<file path="src/rtl/lcd_tim_pkg.sv">
package lcd_tim_pkg;

    typedef enum logic [1:0] {
        MODE_HBLANK = 2'b00,
        MODE_VBLANK = 2'b01,
        MODE_SCAN   = 2'b10,
        MODE_XFER   = 2'b11
    } lcd_mode_e;

    localparam logic [1:0] ADDR_LINE    = 2'd0;
    localparam logic [1:0] ADDR_COMPARE = 2'd1;
    localparam logic [1:0] ADDR_STATUS  = 2'd2;

    // index into the 4-bit enable field (status bits 6:3)
    localparam int EN_HBL  = 0;  // status bit 3
    localparam int EN_VBL  = 1;  // status bit 4
    localparam int EN_SCAN = 2;  // status bit 5
    localparam int EN_CMP  = 3;  // status bit 6

endpackage

</file>
<file path="src/rtl/lcd_dot_events.sv">
module lcd_dot_events #(
    parameter int LINE_CYCLES = 456,
    parameter int SCAN_END    = 80,
    parameter int XFER_END    = 252,
    parameter int STEP_W      = 5,
    parameter int DOT_W       = 9
) (
    input  logic              step_valid,
    input  logic [STEP_W-1:0] step_cycles,
    input  logic [DOT_W-1:0]  dot_q,
    output logic [DOT_W-1:0]  dot_d,
    output logic              line_evt,
    output logic              scan_done_evt,
    output logic              xfer_done_evt
);
    localparam int SUM_W = DOT_W + 1;
    localparam logic [SUM_W-1:0] LINE_S = SUM_W'(LINE_CYCLES);
    localparam logic [SUM_W-1:0] SCAN_S = SUM_W'(SCAN_END);
    localparam logic [SUM_W-1:0] XFER_S = SUM_W'(XFER_END);

    logic [SUM_W-1:0] sum;
    logic [SUM_W-1:0] dot_ext;

    always_comb begin
        dot_ext       = SUM_W'(dot_q);
        sum           = dot_ext + SUM_W'(step_cycles);
        dot_d         = dot_q;
        line_evt      = 1'b0;
        scan_done_evt = 1'b0;
        xfer_done_evt = 1'b0;
        if (step_valid) begin
            if (sum >= LINE_S) begin
                line_evt = 1'b1;
                dot_d    = DOT_W'(sum - LINE_S);
            end else begin
                dot_d         = DOT_W'(sum);
                scan_done_evt = (dot_ext < SCAN_S) && (sum >= SCAN_S);
                xfer_done_evt = (dot_ext < XFER_S) && (sum >= XFER_S);
            end
        end
    end

endmodule

</file>
<file path="src/rtl/lcd_req_merge.sv">
module lcd_req_merge (
    input  logic       vis_start,
    input  logic       cmp_hit,
    input  logic       hbl_enter,
    input  logic       vbl_enter,
    input  logic [3:0] en,
    output logic       stat_req
);
    import lcd_tim_pkg::*;

    always_comb begin
        stat_req = (vis_start && en[EN_SCAN])
                 || (vis_start && cmp_hit && en[EN_CMP])
                 || (hbl_enter && en[EN_HBL])
                 || (vbl_enter && en[EN_VBL]);
    end

endmodule

</file>
<file path="src/rtl/lcd_line_timer.sv">
module lcd_line_timer #(
    parameter int LINE_CYCLES = 456,
    parameter int SCAN_END    = 80,
    parameter int XFER_END    = 252,
    parameter int VIS_LINES   = 144,
    parameter int TOTAL_LINES = 154,
    parameter int STEP_W      = 5,
    parameter int LY_W        = 8
) (
    input  logic              clk,
    input  logic              rst_n,
    input  logic              step_valid,
    input  logic [STEP_W-1:0] step_cycles,
    input  logic [1:0]        reg_addr,
    input  logic              reg_wr,
    input  logic [7:0]        reg_wdata,
    output logic [7:0]        reg_rdata,
    output logic [LY_W-1:0]   ly_o,
    output logic [1:0]        mode_o,
    output logic              line_start_o,
    output logic              irq_vblank_o,
    output logic              irq_stat_o
);
    import lcd_tim_pkg::*;

    localparam int DOT_W = $clog2(LINE_CYCLES);
    localparam logic [LY_W-1:0]  LY_LAST  = LY_W'(TOTAL_LINES - 1);
    localparam logic [LY_W-1:0]  LY_VIS   = LY_W'(VIS_LINES);
    localparam logic [DOT_W-1:0] DOT_INIT = DOT_W'(LINE_CYCLES - 1);

    typedef struct packed {
        logic [DOT_W-1:0] dot;
        logic [LY_W-1:0]  ly;
        logic [7:0]       cmp;
        logic [3:0]       en;
        logic             hit;
        lcd_mode_e        mode;
        logic             line_start;
        logic             irq_vbl;
        logic             irq_stat;
    } tim_state_t;

    tim_state_t s_q, s_d;

    logic [DOT_W-1:0] dot_d;
    logic             line_evt, scan_evt, xfer_evt;
    logic [LY_W-1:0]  ly_next;
    logic             vis_start, vbl_enter, old_vis;
    logic             hit_next, stat_req;

    lcd_dot_events #(
        .LINE_CYCLES(LINE_CYCLES),
        .SCAN_END   (SCAN_END),
        .XFER_END   (XFER_END),
        .STEP_W     (STEP_W),
        .DOT_W      (DOT_W)
    ) events_i (
        .step_valid   (step_valid),
        .step_cycles  (step_cycles),
        .dot_q        (s_q.dot),
        .dot_d        (dot_d),
        .line_evt     (line_evt),
        .scan_done_evt(scan_evt),
        .xfer_done_evt(xfer_evt)
    );

    always_comb begin
        ly_next   = line_evt ? ((s_q.ly == LY_LAST) ? '0 : s_q.ly + 1'b1) : s_q.ly;
        vis_start = line_evt && (ly_next < LY_VIS);
        vbl_enter = line_evt && (ly_next == LY_VIS);
        old_vis   = s_q.ly < LY_VIS;
        hit_next  = vis_start ? (8'(ly_next) == s_q.cmp) : s_q.hit;
    end

    lcd_req_merge req_i (
        .vis_start(vis_start),
        .cmp_hit  (hit_next),
        .hbl_enter(xfer_evt && old_vis),
        .vbl_enter(vbl_enter),
        .en       (s_q.en),
        .stat_req (stat_req)
    );

    always_comb begin
        s_d            = s_q;
        s_d.dot        = dot_d;
        s_d.ly         = ly_next;
        s_d.hit        = hit_next;
        s_d.line_start = vis_start;
        s_d.irq_vbl    = vbl_enter;
        s_d.irq_stat   = stat_req;
        if (vis_start)                  s_d.mode = MODE_SCAN;
        else if (vbl_enter)             s_d.mode = MODE_VBLANK;
        else if (scan_evt && old_vis)   s_d.mode = MODE_XFER;
        else if (xfer_evt && old_vis)   s_d.mode = MODE_HBLANK;
        if (reg_wr) begin
            case (reg_addr)
                ADDR_COMPARE: s_d.cmp = reg_wdata;
                ADDR_STATUS:  s_d.en  = reg_wdata[6:3];
                default: ;
            endcase
        end
    end

    always_ff @(posedge clk) begin
        if (!rst_n) begin
            s_q            <= '0;
            s_q.dot        <= DOT_INIT;
            s_q.ly         <= LY_LAST;
            s_q.mode       <= MODE_HBLANK;
        end else begin
            s_q <= s_d;
        end
    end

    always_comb begin
        case (reg_addr)
            ADDR_LINE:    reg_rdata = 8'(s_q.ly);
            ADDR_COMPARE: reg_rdata = s_q.cmp;
            ADDR_STATUS:  reg_rdata = {1'b0, s_q.en, s_q.hit, s_q.mode};
            default:      reg_rdata = 8'h00;
        endcase
    end

    assign ly_o         = s_q.ly;
    assign mode_o       = s_q.mode;
    assign line_start_o = s_q.line_start;
    assign irq_vblank_o = s_q.irq_vbl;
    assign irq_stat_o   = s_q.irq_stat;

endmodule

</file>
<file path="config.mk">
export PLATFORM = sky130hd
export DESIGN_NAME = lcd_line_timer
export DESIGN_NICKNAME = d
export VERILOG_FILES = /design/src/rtl/lcd_tim_pkg.sv /design/src/rtl/lcd_dot_events.sv /design/src/rtl/lcd_req_merge.sv /design/src/rtl/lcd_line_timer.sv
export SDC_FILE = /design/constraint.sdc
export NUM_CORES = 1
export LEC_CHECK = 0
export ABC_AREA = 1
export BUFFER_PORTS_ARGS = -buffer_cell sky130_fd_sc_hd__buf_2
export CAP_MARGIN = 30
export CORE_MARGIN = 2
export CORE_UTILIZATION = 56
export CTS_CLUSTER_DIAMETER = 50
export DETAILED_ROUTE_END_ITERATION = 16
export GPL_TIMING_DRIVEN = 1
export PLACE_DENSITY_LB_ADDON = 0.25
export SYNTH_ARGS = -nofsm -noshare
export SYNTH_HDL_FRONTEND = slang
export SYNTH_SLANG_ARGS = --single-unit
</file>
<file path="constraint.sdc">
create_clock -name clk -period 3.03 [get_ports clk]
set_input_delay 0.4545 -clock clk [delete_from_list [all_inputs] [get_ports clk]]
set_output_delay 0.4545 -clock clk [all_outputs]
set_load 0.01 [all_outputs]
</file>
=== After elaboration in Yosys (flattened, before gate mapping) ===
Index checks and enable logic that the tools add are counted.

* Word-level logic and storage cells: 61
* Bits of input ports: 19
* Output and inout port bits: 21
* Bits in registers: 35

* Muxes and demuxes: 15
* Eq/ne operators: 5
* $add $sub $neg: 3
* Magnitude comparators: 7
* Reduce and logical (&&, ||, !) cells: 20
* Bitwise logic cells: 1

{| class="wikitable"
|+ Operators with widths
! kind !! count
|-
| $pmux 8 s3 || 1
|-
| $eq 8x8->1 const B || 2
|-
| $lt 8x8->1 const B || 2
|-
| $mux 8 || 2
|-
| $logic_and 1x1->1 || 11
|-
| $add 9x5->10 || 1
|-
| $ge 10x7->1 const B || 1
|-
| $ge 10x8->1 const B || 1
|-
| $ge 10x9->1 const B || 1
|-
| $lt 9x7->1 const B || 1
|-
| $lt 9x8->1 const B || 1
|-
| $mux 9 || 1
|-
| $sub 9x9->9 const B || 1
|-
| $add 8x1->8 const B || 1
|-
| $eq 8x8->1 || 1
|-
| $mux 2 || 4
|-
| $mux 1 || 7
|-
| $reduce_and 2->1 || 2
|-
| $reduce_bool 4->1 || 1
|-
| $logic_or 1x1->1 || 3
|-
| $reduce_bool 3->1 || 1
|-
| $eq 2x1->1 const B || 1
|-
| $eq 2x2->1 const B || 1
|-
| $logic_not 2->1 || 1
|-
| 2 further kinds || 2
|}

=== Depth between registers and ports, before layout ===
* Word-level depth: 13
* Depth in mapped cells: 23
* Gate-level depth less buffers: 23

=== Modules after synthesis ===
From an unflattened synthesis, not the netlist that was laid out.

* Cell total of the unflattened synthesis: 413
* Area total of the unflattened synthesis: 2636.3 µm²

{| class="wikitable"
|+ Modules (own cells, without submodules)
! module !! seq. area each (µm²) !! cells each !! area an instance (µm²) !! times used
|-
| lcd_line_timer || 700.7 || 245 || 1746.7 || 1
|-
| lcd_dot_events || 0.0 || 159 || 855.8 || 1
|-
| lcd_req_merge || 0.0 || 9 || 33.8 || 1
|}

=== Worst setup path after synthesis ===
Ideal clock, no wire load.

* Kind: input-to-reg
* Start: in step_cycles[0]
* End: reg s_q (netlist bit irq_stat_o)
* Cell stages on the path: 23
* Data arrival time: 2.593 ns
* Data required time: 2.917 ns
* Library setup time: 0.113 ns
* Slack: 0.324 ns
* Buffers on the path: 1
* Cells stage by stage: ha_1 -> inv_1 -> fa_1 -> inv_1 -> nand2_1 -> nand2_1 -> nand2_1 -> nand2_2 -> ha_1 -> nand4_1 -> nand4_1 -> nand3_2 -> nand2_4 -> nand2_4 -> buf_6 -> nand2_1 -> nand2_1 -> nand2_1 -> nor2_2 -> nand3_1 -> nand3_1 -> nand2_1 -> nand2_1

* Word-level cells in the longest chain between the ends: 13
* Elaborated cells between the ends (all ways): 24
* Classes of those cells: add/sub: 1; order compare: 3; eq/ne: 2; mux: 6; reduce/logical: 12

{| class="wikitable"
|+ Ends and longest elaborated chain
! what !! line !! text
|-
| from (decl) || lcd_line_timer.sv:13 || <nowiki>input logic [STEP_W-1:0] step_cycles,</nowiki>
|-
| $add 9x5->10 * || lcd_dot_events.sv:26 || <nowiki>sum = dot_ext + SUM_W'(step_cycles);</nowiki>
|-
| $ge 10x9->1 || lcd_dot_events.sv:32 || <nowiki>if (sum >= LINE_S) begin</nowiki>
|-
| $mux 1 || lcd_dot_events.sv:32 ||
|-
| $mux 1 || lcd_dot_events.sv:31 || <nowiki>if (step_valid) begin</nowiki>
|-
| $mux 8 || lcd_line_timer.sv:68 || <nowiki>ly_next = line_evt ? ((s_q.ly == LY_LAST) ? '0 : s_q.ly + 1'b1) : s_q.ly;</nowiki>
|-
| $lt 8x8->1 || lcd_line_timer.sv:69 || <nowiki>vis_start = line_evt && (ly_next < LY_VIS);</nowiki>
|-
| $logic_and 1x1->1 || lcd_line_timer.sv:69 ||
|-
| $mux 1 || lcd_line_timer.sv:72 || <nowiki>hit_next = vis_start ? (8'(ly_next) == s_q.cmp) : s_q.hit;</nowiki>
|-
| $logic_and 1x1->1 (2 in series) || lcd_req_merge.sv:13 || <nowiki>|| (vis_start && cmp_hit && en[EN_CMP])</nowiki>
|-
| $logic_or 1x1->1 || lcd_req_merge.sv:13 ||
|-
| $logic_or 1x1->1 || lcd_req_merge.sv:14 || <nowiki>|| (hbl_enter && en[EN_HBL])</nowiki>
|-
| $logic_or 1x1->1 * || lcd_req_merge.sv:15 || <nowiki>|| (vbl_enter && en[EN_VBL]);</nowiki>
|-
| to (decl) || lcd_line_timer.sv:43 || <nowiki>tim_state_t s_q, s_d;</nowiki>
|}

Every way passes the cells marked *; elsewhere a longest branch is shown, timed or not.
A chain may end at the register's enable or synchronous reset.

=== Final worst setup path ===
* Start: reg s_q[26] (netlist name)
* End: reg s_q (netlist bit irq_stat_o)

* Word-level cells in the longest chain between the ends: 13
* Elaborated cells between the ends (all ways): 25
* Classes of those cells: add/sub: 1; order compare: 4; eq/ne: 2; mux: 6; reduce/logical: 12

{| class="wikitable"
|+ Ends and longest elaborated chain
! what !! line
|-
| $add 9x5->10 || lcd_dot_events.sv:26
|-
| $ge 10x9->1 || lcd_dot_events.sv:32
|-
| $mux 1 || lcd_dot_events.sv:32
|-
| $mux 1 || lcd_dot_events.sv:31
|-
| $mux 8 || lcd_line_timer.sv:68
|-
| $lt 8x8->1 || lcd_line_timer.sv:69
|-
| $logic_and 1x1->1 || lcd_line_timer.sv:69
|-
| $mux 1 || lcd_line_timer.sv:72
|-
| $logic_and 1x1->1 (2 in series) || lcd_req_merge.sv:13
|-
| $logic_or 1x1->1 || lcd_req_merge.sv:13
|-
| $logic_or 1x1->1 || lcd_req_merge.sv:14
|-
| $logic_or 1x1->1 * || lcd_req_merge.sv:15
|}

Marks and branches as above.

==> impl_results.html <==
<table>
<tr><th>Metric</th><th>Value</th></tr>
<tr><th colspan="2">Final layout</th></tr>
<tr><td>Fin area</td><td>0.002922 mm^2</td></tr>
<tr><td>Commonest cells after routing, fill and taps aside</td><td>sky130_fd_sc_hd__nand2_1, sky130_fd_sc_hd__inv_1, sky130_fd_sc_hd__nand3_1</td></tr>
<tr><td>Non-filler instance count after layout</td><td>between 400 and 500</td></tr>
<tr><td>Final layout net count</td><td>466</td></tr>
<tr><td>Reg area</td><td>between 700 and 800 um^2</td></tr>
<tr><td>Most frequent standard cell in the layout excluding fill and tap cells</td><td>sky130_fd_sc_hd__nand2_1</td></tr>
<tr><td>Number of inserted filler cells in the final layout</td><td>382</td></tr>
<tr><td>Fraction of layout cells with a size suffix above 1</td><td>0.2123</td></tr>
<tr><td>Synthesis-to-layout area growth</td><td>14.97%</td></tr>
<tr><td>Area used by multi-input combinational logic</td><td>about 0.0015 mm^2</td></tr>
<tr><td>Diode count</td><td>0</td></tr>
<tr><th colspan="2">Routing</th></tr>
<tr><td>Number of DRC violations after detailed-routing iteration 0</td><td>374</td></tr>
<tr><td>ANT nets after route</td><td>0</td></tr>
<tr><td>Average wire per standard cell</td><td>14.17 um</td></tr>
<tr><td>First-pass iteration count of the detailed router</td><td>5</td></tr>
<tr><td>DRC violations left</td><td>0</td></tr>
<tr><td>Routed via count</td><td>2,800</td></tr>
<tr><td>Avg Vias per Cell</td><td>5.714</td></tr>
<tr><td>Post-Route WL</td><td>6941 um</td></tr>
<tr><th colspan="2">Critical path</th></tr>
<tr><td>Required time of the critical path</td><td>3260 ps</td></tr>
<tr><td>Data arrival time at the worst-slack endpoint</td><td>3100 ps</td></tr>
<tr><td>CP max stage delay</td><td>350 ps</td></tr>
<tr><td>Critical path, cell by cell</td><td>ha_4 -&gt; inv_1 -&gt; fa_2 -&gt; inv_2 -&gt; nand2_1 -&gt; nand2_1 -&gt; nand2_1 -&gt; nand2_2 -&gt; ha_1 -&gt; nand4_1 -&gt; nand4_1 -&gt; nand3_2 -&gt; nand2_4 -&gt; buf_4 -&gt; nand3_1 -&gt; nand3_1 -&gt; nand2_1 -&gt; nor2_1 -&gt; nand2_1 -&gt; nor2_2 -&gt; nand3_1 -&gt; nand2_1</td></tr>
<tr><td>Kind of start point of the critical path</td><td>flop</td></tr>
<tr><td>Most Frequent Cell on Critical Path</td><td>sky130_fd_sc_hd__nand2_1</td></tr>
<tr><td>Critical setup path kind</td><td>flop to flop</td></tr>
<tr><td>Crit end category</td><td>flop</td></tr>
<tr><td>Library cell contributing the largest single delay on the critical path</td><td>sky130_fd_sc_hd__dfxtp_2</td></tr>
<tr><td>Maximum fanout count along the critical path</td><td>5</td></tr>
<tr><th colspan="2">Global routing</th></tr>
<tr><td>Maximum number of pins on one net before global-route repair</td><td>27</td></tr>
<tr><td>Via count of the first global-routing pass</td><td>2,419</td></tr>
<tr><td>Initial antenna violation count</td><td>0</td></tr>
<tr><td>All-layer global routing usage</td><td>0.2754</td></tr>
<tr><td>GRT overflow</td><td>0</td></tr>
<tr><td>First-pass GRT wire length</td><td>11,320 um</td></tr>
<tr><th colspan="2">Flow run</th></tr>
<tr><td>Max-cap violations</td><td>0</td></tr>
<tr><th colspan="2">Timing</th></tr>
<tr><td>Hold_ws</td><td>461.2 ps</td></tr>
<tr><td>Fmax achieved</td><td>348.4 MHz</td></tr>
<tr><td>Fin crit period</td><td>2871 ps</td></tr>
<tr><td>PnR worst setup slack</td><td>159.5 ps</td></tr>
<tr><td>Transition time at the pin with the least slew margin</td><td>597.0 ps</td></tr>
<tr><td>Worst-case headroom to the max-slew limit</td><td>0.5989</td></tr>
<tr><td>Max Clock Skew</td><td>3.980 ps</td></tr>
<tr><td>Max-slew violation count</td><td>0</td></tr>
<tr><td>Fraction of the cycle the final worst path needs</td><td>0.9474</td></tr>
<tr><td>Total of endpoints with negative setup slack in the final report</td><td>0</td></tr>
<tr><td>Hold Violations, Final</td><td>0</td></tr>
<tr><th colspan="2">Placed design</th></tr>
<tr><td>Detail Placement HPWL</td><td>between 4000 and 5000 um</td></tr>
<tr><td>Placed Instance Area</td><td>0.002728 mm^2</td></tr>
<tr><td>GPL Wtd Cong</td><td>between 0.9 and 1</td></tr>
<tr><td>Worst-case setup slack after placement</td><td>-64.72 ps</td></tr>
<tr><td>Port buffer count</td><td>39</td></tr>
<tr><td>Placed Instances</td><td>476</td></tr>
<tr><th colspan="2">Synthesis</th></tr>
<tr><td>Number of enable-type register cells in the synthesized netlist</td><td>0</td></tr>
<tr><td>Sequential cell area fraction in the yosys report</td><td>0.2757</td></tr>
<tr><td>Count of different cell masters after synthesis</td><td>35</td></tr>
<tr><td>Flops &amp; latches, synth</td><td>35</td></tr>
<tr><td>Number of instances in the synthesized netlist</td><td>just under 400</td></tr>
<tr><td>Synth Area per Inst</td><td>between 6 and 7 um^2</td></tr>
<tr><td>Share of synthesized flip-flops with an asynchronous set or reset</td><td>0</td></tr>
<tr><td>Synth Flop Type</td><td>sky130_fd_sc_hd__dfxtp_1</td></tr>
<tr><td>Cell area after synthesis</td><td>0.002541 mm^2</td></tr>
<tr><td>Most area-hungry cell type in the Yosys netlist</td><td>sky130_fd_sc_hd__dfxtp_1</td></tr>
<tr><td>Cells taking the most area after synthesis</td><td>sky130_fd_sc_hd__dfxtp_1, sky130_fd_sc_hd__nand2_1, sky130_fd_sc_hd__nand3_1</td></tr>
<tr><td>Warning count from the yosys run</td><td>0</td></tr>
<tr><td>Share of Yosys cell area claimed by the top area cell type</td><td>0.2757</td></tr>
<tr><td>Synthesized net count</td><td>~430</td></tr>
<tr><th colspan="2">Die</th></tr>
<tr><td>Initial Util</td><td>0.5836</td></tr>
<tr><td>Number of ports placed on the die boundary</td><td>40</td></tr>
<tr><td>Die Y-Extent</td><td>71.37 um</td></tr>
<tr><td>Core Box Area</td><td>0.004354 mm^2</td></tr>
<tr><td>Placement row count</td><td>24</td></tr>
<tr><td>Die area</td><td>~0.0051 mm^2</td></tr>
<tr><td>Die boundary width</td><td>71.37 um</td></tr>
<tr><th colspan="2">Clocking</th></tr>
<tr><td>Clock latency on the worst-skew pair</td><td>slightly below 300 ps</td></tr>
<tr><td>TritonCTS clock tree</td><td>done</td></tr>
<tr><td>Total CTS buffers</td><td>5</td></tr>
<tr><td>Cell at the root of the clock tree</td><td>sky130_fd_sc_hd__clkbuf_8</td></tr>
<tr><td>H-tree depth</td><td>2</td></tr>
<tr><td>Hold-fix buffers at CTS</td><td>0</td></tr>
<tr><td>Clk pin slew, worst setup/hold paths</td><td>70 ps</td></tr>
<tr><td>Deepest clock path buffer count</td><td>2</td></tr>
<tr><td>Number of sinks handled by clock tree synthesis</td><td>35</td></tr>
<tr><th colspan="2">Min path</th></tr>
<tr><td>Worst Hold Class</td><td>input port to flop</td></tr>
<tr><th colspan="2">Outcome</th></tr>
<tr><td>Outcome</td><td>complete, no violations</td></tr>
<tr><th colspan="2">Power and ir drop</th></tr>
<tr><td>Maximum VDD drop</td><td>0.4041 mV</td></tr>
<tr><td>Power density normalized to cell area</td><td>around 730 mW/mm^2</td></tr>
<tr><td>Leak</td><td>1.504 nW</td></tr>
<tr><td>Post-route total power</td><td>2.121 mW</td></tr>
</table>
==> where the power goes <==
part           switching [mW]  leakage (nW)  internal (mW)  total [mW]
logic                   0.728          1.17          0.426        1.15
registers              0.0697         0.287          0.523       0.593
clock network           0.168        0.0515          0.207       0.375
total                   0.965          1.50           1.16        2.12
==> stage by stage <==
stage / util / setup TNS, ps
global route: 0.6710 / -17.47
finish: 0.6710 / 0
CTS: 0.6494 / 0
global placement: 0.6264 / 0
detailed placement: 0.6264 / -224.4
floorplan: - / 0
==> kinds of logic (layout without fill, tap and decap cells) <==
kind of cell             Yosys count  count (layout)  share of synthesized area
AO/OA/AOI/OAI                     59              59                     0.1384
XOR/XNOR                           3               3                    0.01034
adder cells (fa/ha/maj)           10              10                    0.05219
buffers and inverters             78             118                     0.1369
flip-flops                        35              35                     0.2757
AND/OR/NAND/NOR                  212             213                     0.3865
==> flip-flops by register name, summed over array words and instances (netlist names) <==
name,flops
line_start_o,1
irq_stat_o,1
mode_o,2
s_q,22
irq_vblank_o,1
ly_o,8
==> routing by layer <==
layer | global-route usage | vias to the layer above | part of all wire | routed length (um)
met3 | 0.04641 | 15 | 0.10 | 697
li1 | - | 1376 | - | -
met5 | 0 | - | 0 | 0
met4 | 0.05031 | 0 | 0.017 | 119
met1 | 0.4387 | 1249 | 0.47 | 3293
met2 | 0.3909 | 160 | 0.41 | 2830
==> worst max-delay path, delay by kind of cell, from the launching register on <==
kind,cells,cell delay (ps)
flops,1,350
simple gates,16,1580
fa+ha+maj,3,630
buf+inv,3,250
==> what timing repair did <==
action | CTS | global route
gates resized for setup | 0 | 14
setup buffers | 0 | 5
setup endpoints to repair | 0 | 7
==> synth_stat cells, types with 3 or more instances <==
cell	n
sky130_fd_sc_hd__nand2_1	104
sky130_fd_sc_hd__inv_1	55
sky130_fd_sc_hd__nand3_1	47
sky130_fd_sc_hd__dfxtp_1	35
sky130_fd_sc_hd__nor2_1	26
sky130_fd_sc_hd__o21ai_0	22
sky130_fd_sc_hd__a21oi_1	19
sky130_fd_sc_hd__buf_4	10
sky130_fd_sc_hd__ha_1	9
sky130_fd_sc_hd__o221ai_1	9
sky130_fd_sc_hd__nand2_2	8
sky130_fd_sc_hd__nand4_1	5
sky130_fd_sc_hd__inv_2	4
sky130_fd_sc_hd__nand3_2	4
sky130_fd_sc_hd__nor3_1	4
sky130_fd_sc_hd__clkbuf_1	3
sky130_fd_sc_hd__nand2_4	3
sky130_fd_sc_hd__nand3b_1	3
sky130_fd_sc_hd__o211ai_1	3
sky130_fd_sc_hd__xor2_1	3
==> worst paths after layout <==
check,from,to,slack (ps),cells past startpoint
worst max-delay path,s_q[26],irq_stat_o,160,22
worst min-delay path,reg_wdata[3],s_q[13],460,3
worst min register to register,s_q[5],s_q[5],480,2
worst max register to register,s_q[26],irq_stat_o,160,22
==> cell type report <==
cell class	instances	share of cell area
clock buffer	8	0.03426
timing repair buffer	51	0.1002
multi-input combinational	285	0.5272
inverter	59	0.07580
sequential	35	0.2403
tap	52	0.02227
No activity file was read; power rests on OpenSTA's default activity.
